===== src/rtl/pte_pack_pkg.sv =====
package pte_pack_pkg;
    localparam int PFN_W      = 27;
    localparam int PAGE_SHIFT = 12;
    localparam int LANES      = 4;
    localparam int WORD_W     = 32;
    localparam int GROUP_W    = LANES * WORD_W;
    localparam int FLAG_BIT   = 3 * WORD_W + 30;

    typedef enum logic [1:0] {
        MODE_SPAN  = 2'd0,
        MODE_LIST  = 2'd1,
        MODE_CLEAR = 2'd2,
        MODE_WIPE  = 2'd3
    } map_mode_e;

    typedef enum logic [2:0] {
        ST_IDLE,
        ST_PLAN,
        ST_GATHER,
        ST_FETCH,
        ST_STORE
    } wr_state_e;
endpackage


===== src/rtl/pte_frame_src.sv =====
module pte_frame_src
    import pte_pack_pkg::*;
(
    input  map_mode_e          mode,
    input  logic [PFN_W-1:0]   span_pfn,
    input  logic [PFN_W-1:0]   list_pfn,
    input  logic [PFN_W-1:0]   null_pfn,
    output logic [PFN_W-1:0]   frame,
    output logic               from_stream
);
    always_comb begin
        from_stream = (mode == MODE_LIST);
        unique case (mode)
            MODE_SPAN: frame = span_pfn;
            MODE_LIST: frame = list_pfn;
            default:   frame = null_pfn;
        endcase
    end
endmodule


===== src/rtl/pte_group_merge.sv =====
module pte_group_merge
    import pte_pack_pkg::*;
(
    input  logic [GROUP_W-1:0]            old_group,
    input  logic [LANES-1:0][PFN_W-1:0]   frames,
    input  logic [LANES-1:0]              lane_sel,
    output logic [GROUP_W-1:0]            new_group
);
    localparam int FIELDS_W = LANES * PFN_W;

    logic [GROUP_W-1:0] merged;

    for (genvar k = 0; k < LANES; k++) begin : g_lane
        assign merged[k*PFN_W +: PFN_W] =
            lane_sel[k] ? frames[k] : old_group[k*PFN_W +: PFN_W];
    end
    assign merged[GROUP_W-1:FIELDS_W] = old_group[GROUP_W-1:FIELDS_W];

    always_comb begin
        new_group           = merged;
        new_group[FLAG_BIT] = 1'b1;
    end
endmodule


===== src/rtl/pte_pack_writer.sv =====
module pte_pack_writer
    import pte_pack_pkg::*;
#(
    parameter int IDX_W = 16,
    parameter int CNT_W = 16,
    parameter int PA_W  = 39
) (
    input  logic             clk,
    input  logic             rst_n,
    input  logic             cmd_valid,
    output logic             cmd_ready,
    input  logic [1:0]       cmd_mode,
    input  logic [IDX_W-1:0] cmd_index,
    input  logic [CNT_W-1:0] cmd_count,
    input  logic [PA_W-1:0]  cmd_base,
    input  logic [PA_W-1:0]  null_base,
    input  logic             list_valid,
    output logic             list_ready,
    input  logic [PA_W-1:0]  list_addr,
    output logic             busy,
    output logic             mem_req,
    output logic             mem_we,
    output logic [IDX_W-1:0] mem_addr,
    output logic [31:0]      mem_wdata,
    input  logic             mem_ack,
    input  logic [31:0]      mem_rdata
);
    localparam logic [CNT_W-1:0] FOUR = CNT_W'(LANES);

    wr_state_e                  state_q, state_d;
    map_mode_e                  mode_q;
    logic [IDX_W-1:0]           idx_q;
    logic [CNT_W-1:0]           rem_q;
    logic [PFN_W-1:0]           cursor_q;
    logic [GROUP_W-1:0]         grp_q;
    logic [LANES-1:0][PFN_W-1:0] frames_q;
    logic [LANES-1:0]           sel_q, sel_d;
    logic [2:0]                 take_q, take_d, room, last_w;
    logic [1:0]                 lane_q, last_q, word_q, off;
    logic                       whole_q, whole_d, wipe_q, clearing;
    logic [PFN_W-1:0]           frame;
    logic                       from_stream, step, word_done;
    logic [GROUP_W-1:0]         merged_group, store_group;

    pte_frame_src u_src (
        .mode        (mode_q),
        .span_pfn    (cursor_q),
        .list_pfn    (list_addr[PAGE_SHIFT +: PFN_W]),
        .null_pfn    (null_base[PAGE_SHIFT +: PFN_W]),
        .frame       (frame),
        .from_stream (from_stream)
    );

    pte_group_merge u_merge (
        .old_group (grp_q),
        .frames    (frames_q),
        .lane_sel  (sel_q),
        .new_group (merged_group)
    );

    // Group planning for the entries still to be written
    always_comb begin
        clearing = (mode_q != MODE_SPAN) && (mode_q != MODE_LIST);
        off      = idx_q[1:0];
        room     = 3'd4 - {1'b0, off};
        take_d   = (rem_q < CNT_W'(room)) ? rem_q[2:0] : room;
        last_w   = {1'b0, off} + take_d - 3'd1;
        whole_d  = (off == 2'd0) && (clearing ? (rem_q > FOUR) : (rem_q >= FOUR));
        for (int k = 0; k < LANES; k++) begin
            sel_d[k] = (k >= int'(off)) && (k < int'(off) + int'(take_d));
        end
        step        = !from_stream || list_valid;
        word_done   = mem_ack && (word_q == 2'd3);
        store_group = wipe_q ? '0 : merged_group;
    end

    // Next-state logic
    always_comb begin
        state_d = state_q;
        unique case (state_q)
            ST_IDLE:   if (cmd_valid && cmd_count != '0) state_d = ST_PLAN;
            ST_PLAN:   state_d = (whole_d && clearing) ? ST_STORE : ST_GATHER;
            ST_GATHER: if (step && lane_q == last_q) state_d = whole_q ? ST_STORE : ST_FETCH;
            ST_FETCH:  if (word_done) state_d = ST_STORE;
            ST_STORE:  if (word_done) state_d = (rem_q == CNT_W'(take_q)) ? ST_IDLE : ST_PLAN;
            default:   state_d = ST_IDLE;
        endcase
    end

    // State register
    always_ff @(posedge clk) begin
        if (!rst_n) state_q <= ST_IDLE;
        else        state_q <= state_d;
    end

    // Outputs
    always_comb begin
        cmd_ready  = (state_q == ST_IDLE);
        busy       = (state_q != ST_IDLE);
        list_ready = (state_q == ST_GATHER) && from_stream;
        mem_req    = (state_q == ST_FETCH) || (state_q == ST_STORE);
        mem_we     = (state_q == ST_STORE);
        mem_addr   = {idx_q[IDX_W-1:2], word_q};
        mem_wdata  = store_group[{word_q, 5'd0} +: WORD_W];
    end

    // Datapath
    always_ff @(posedge clk) begin
        if (!rst_n) begin
            mode_q   <= MODE_SPAN;
            idx_q    <= '0;
            rem_q    <= '0;
            cursor_q <= '0;
            grp_q    <= '0;
            frames_q <= '0;
            sel_q    <= '0;
            take_q   <= '0;
            lane_q   <= '0;
            last_q   <= '0;
            word_q   <= '0;
            whole_q  <= 1'b0;
            wipe_q   <= 1'b0;
        end else begin
            unique case (state_q)
                ST_IDLE: if (cmd_valid) begin
                    mode_q   <= map_mode_e'(cmd_mode);
                    idx_q    <= cmd_index;
                    rem_q    <= cmd_count;
                    cursor_q <= cmd_base[PAGE_SHIFT +: PFN_W];
                end
                ST_PLAN: begin
                    grp_q   <= '0;
                    sel_q   <= sel_d;
                    take_q  <= take_d;
                    lane_q  <= off;
                    last_q  <= last_w[1:0];
                    whole_q <= whole_d;
                    wipe_q  <= whole_d && clearing;
                    word_q  <= '0;
                end
                ST_GATHER: if (step) begin
                    frames_q[lane_q] <= frame;
                    lane_q           <= lane_q + 2'd1;
                    if (mode_q == MODE_SPAN) cursor_q <= cursor_q + 1'b1;
                end
                ST_FETCH: if (mem_ack) begin
                    grp_q[{word_q, 5'd0} +: WORD_W] <= mem_rdata;
                    word_q <= word_q + 2'd1;
                end
                ST_STORE: if (mem_ack) begin
                    word_q <= word_q + 2'd1;
                    if (word_q == 2'd3) begin
                        idx_q <= idx_q + IDX_W'(take_q);
                        rem_q <= rem_q - CNT_W'(take_q);
                    end
                end
                default: ;
            endcase
        end
    end
endmodule


===== config.mk =====
export PLATFORM = sky130hd
export DESIGN_NAME = pte_pack_writer
export DESIGN_NICKNAME = d
export VERILOG_FILES = /design/src/rtl/pte_pack_pkg.sv /design/src/rtl/pte_frame_src.sv /design/src/rtl/pte_group_merge.sv /design/src/rtl/pte_pack_writer.sv
export SDC_FILE = /design/constraint.sdc
export NUM_CORES = 1
export LEC_CHECK = 0
export BUFFER_PORTS_ARGS = -buffer_cell sky130_fd_sc_hd__buf_2
export CORE_ASPECT_RATIO = 0.8
export CORE_MARGIN = 3
export CORE_UTILIZATION = 55
export CTS_CLUSTER_SIZE = 12
export DETAILED_ROUTE_END_ITERATION = 12
export GPL_TIMING_DRIVEN = 1
export PLACE_DENSITY = 0.86
export SETUP_SLACK_MARGIN = 0.2
export SYNTH_ARGS = -nofsm -noshare
export SYNTH_HDL_FRONTEND = slang
export SYNTH_SLANG_ARGS = --single-unit

===== constraint.sdc =====
create_clock -name clk -period 9.6 [get_ports clk]
set_input_delay 1.44 -clock clk [delete_from_list [all_inputs] [get_ports clk]]
set_output_delay 1.44 -clock clk [all_outputs]
set_load 0.005 [all_outputs]

==> results.cfg <==
[status]
status = complete, no violations

[clock_network]
root_buffer = clkbuf_16
clk_latency_ns = 0.53
clock_sinks = 314
h-tree-depth = 2
numCtsBuffers = 34
cts_tree = built
cts_resized = 0
cts_setup_buffers = 0
holdBufCountCts = 0
cts_buffer_depth = 3
clkTransAtPathRegs_ns = 0.06

[global_route]
gr-usage-all-layers_pct = 31.9
grt_overflow = 0
antenna_found_initial = 3
grt_max_degree = 174
grt_pass1_vias = 14700
grt_first_pass_wirelength_um = 79700

[sta]
worst_slew_pin_slew_ns = 1.29
finalWorstSetupSlack_ns = 4.76
slew_headroom_pct = 14.0
finalSetupTns_ns = 0
fin_skew_ns = 0.0291
setup_viol = 0
fin_crit_sh_pct = 50.4
rsz0062_at_grt = false
maxSlewViolCount = 0
hold_violations = 0
fmax_mhz = 207
finalCriticalPeriod_ns = 4.84

[logic_synthesis]
syn_avg_cell_area_um2 = 7.95
synth_cells = 1992
syn_nets = 2209
async_flop_share_pct = 0
yosysWarnings = 0
synth_top_area_cell = dfxtp_1
yosysTopAreaCellShare_pct = 39.7
netlist-cell-type-count = 70
synth-seq-cells = 314
synth_edf_count = 0
yosysSeqAreaShare_pct = 39.7
ys.flop_type = dfxtp_1
netlist_area_um2 = 15800
synthTopCellsByArea = dfxtp_1, nor2_1, mux2i_1

[routing]
drc = 0
ant_nets = 0
via_per_inst = 6.41
dr.pass1.iters = 6
drt_iter0_markers = 2050
vias = 15700
drt-total-wl_um = 51300
wl_per_cell_um = 20.9

[min_path]
hold_class = flop to flop

[power_and_ir_drop]
pwr_density_cell_nw_per_um2 = 251
power_frac_comb_pct = 33.4
p_switching_mw = 1.80
p_leak_nw = 6.72
share_clk_of_total_power_pct = 28.8
ir_drop_uv = 194
p_int_mw = 2.67
switching_share_pct = 40.3
seqPwrFrac_pct = 37.8

[die]
io_pins = 241
die_y_um = 158
fp-row-count = 54
core_um2 = 27800
die_x_um = 196
dieArea_um2 = 30900
start_util_pct = 57.0

[critical_path]
regToRegSetupSlack_ns = 5.51
start_kind = flop
critPathSlowestCell = clkinv_1
critPathMaxFanout = 50
critPathTopFamily = buffers and inverters
worstPathArrival_ns = 3.40
critical-path-max-stage-delay_ns = 0.90
worstSetupEndpointType = output pin
worst-path-buf-inv = 3
crit_chain = buf_4 -> clkinv_1 -> mux4_2 -> nor2_1 -> buf_2
crit_type = flop to output pin
cp.required_ns = 8.16

[placement]
portBuffers = 204
place.gp.congestion = 0.919
preCtsSetupSlack_ns = 5.33
hpwl_um = 33000

[cells_and_area]
fillers = 2294
layout-drive-gt1-share_pct = 15.0
fin_nets = 2290
fin_util_pct = 64.2
syn_to_final_growth_pct = 12.6

[flow_run]
cap_violations = 0
## power by group through the flow
stage          Clock, mW  Combinational (mW)  Sequential (mW)
2_1_floorplan          0                1.08             1.55
5_1_grt             1.35                1.59             1.71
6_report            1.29                1.49             1.69
3_3_place_gp           0                1.39             1.69
4_1_cts             1.29                1.44             1.68
3_5_place_dp           0                1.43             1.70
## final timing paths
| kind | cells after the start | to | startpoint |
|---|---|---|---|
| worst max-delay path | 5 | mem_wdata[2] | word_q[0] |
| worst min-delay path | 2 | frames_q[95] | frames_q[95] |
| worst max register to register | 9 | grp_q[58] | word_q[0] |
| worst min register to register | 2 | frames_q[95] | frames_q[95] |
## per-layer routing
layer | share of wire (%) | vias to the layer above | GRT usage, %
li1 | - | 7201 | -
met5 | 0.053 | - | 0
met2 | 44 | 987 | 49.6
met1 | 40 | 7409 | 42.7
met4 | 3.8 | 4 | 12.5
met3 | 12 | 145 | 8.36
## layout by cell type, fill, tap and decap left out, types with 4 or more instances in the layout
| cell | instances |
|---|---|
| mux4_2 | 12 |
| ha_1 | 26 |
| nor3_1 | 24 |
| clkbuf_1 | 7 |
| mux2i_1 | 123 |
| a31oi_1 | 9 |
| o21ai_0 | 66 |
| dfxtp_1 | 308 |
| nand3_1 | 28 |
| clkbuf_8 | 5 |
| clkbuf_16 | 35 |
| o221a_2 | 4 |
| a211oi_1 | 58 |
| a21oi_1 | 218 |
| nand2b_1 | 6 |
| nor2b_1 | 26 |
| o31ai_1 | 9 |
| or3_1 | 5 |
| a21o_1 | 8 |
| a311oi_1 | 6 |
| nor3b_1 | 4 |
| nand2_1 | 116 |
| buf_2 | 204 |
| o21a_1 | 4 |
| nand4_1 | 16 |
| buf_4 | 19 |
| dfxtp_2 | 6 |
| a22oi_1 | 136 |
| nor2_1 | 468 |
| and2_1 | 6 |
| and3_1 | 12 |
| a22o_1 | 7 |
| inv_1 | 23 |
| o22ai_1 | 14 |
| nor4_1 | 9 |
## cells in the mapped netlist, types with 14 or more instances
library cell and instances:
a211oi_1 58, a21oi_1 218, a22oi_1 136, buf_2 25, buf_4 14, clkbuf_1 131, dfxtp_1 314, ha_1 26
inv_1 23, mux2i_1 123, nand2_1 118, nand3_1 28, nand4_1 16, nor2_1 469, nor2b_1 26, nor3_1 24
o21ai_0 67, o22ai_1 14
## worst reg2reg max path, stage by stage (launching register included)
cell and delay (ns):
dfxtp_2 0.31, buf_4 0.51, clkinv_1 0.92, ha_1 0.66, nand2_1 0.06, nor3_1 0.24, nand2_1 0.16, nor2_4 0.81
a22oi_1 0.19, nor2_1 0.16
## state kept, by name, indices dropped and copies added (netlist names)
| register | count |
|---|---|
| grp_q | 127 |
| frames_q | 108 |
| cursor_q | 27 |
| idx_q | 16 |
| rem_q | 16 |
| sel_q | 4 |
| state_q | 3 |
| take_q | 3 |
| lane_q | 2 |
| last_q | 2 |
| mode_q | 2 |
| word_q | 2 |
| whole_q | 1 |
| wipe_q | 1 |
## logic make-up (layout without fill, tap and decap cells)
kind of cell             after synthesis  count (layout)  synth area share (%)
AO/OA/AOI/OAI                        570             570                  22.8
XOR/XNOR                               3               3                 0.166
adder cells (fa/ha/maj)               29              29                  2.43
buffers and inverters                203             302                  5.34
flip-flops                           314             314                  39.7
multiplexers                         135             135                  9.48
other                                  0               1                     0
AND/OR/NAND/NOR                      738             738                  20.1
## final cells by class
class	instances	area (um2)	area share, %
diodes	1	2.50	0.0140
well taps	364	455	2.55
clock buffers	47	971	5.44
inverters	25	101	0.568
repair buffers	223	1160	6.52
multi-input cells	1475	8740	49.0
flip-flops and latches	314	6290	35.3
clock inverters	7	108	0.603
## stage by stage
stage	total power, mW	instance area [um2]	cells	hold WS, ns
6_report	4.47	17800	2456	0.487
5_1_grt	4.64	17800	2456	0.504
4_1_cts	4.41	17800	2455	0.480
2_1_floorplan	2.63	15800	1992	0.449
3_3_place_gp	3.08	16800	2401	0.464
3_5_place_dp	3.13	16800	2401	0.473
Note: power is estimated with default switching activity, not from simulation.
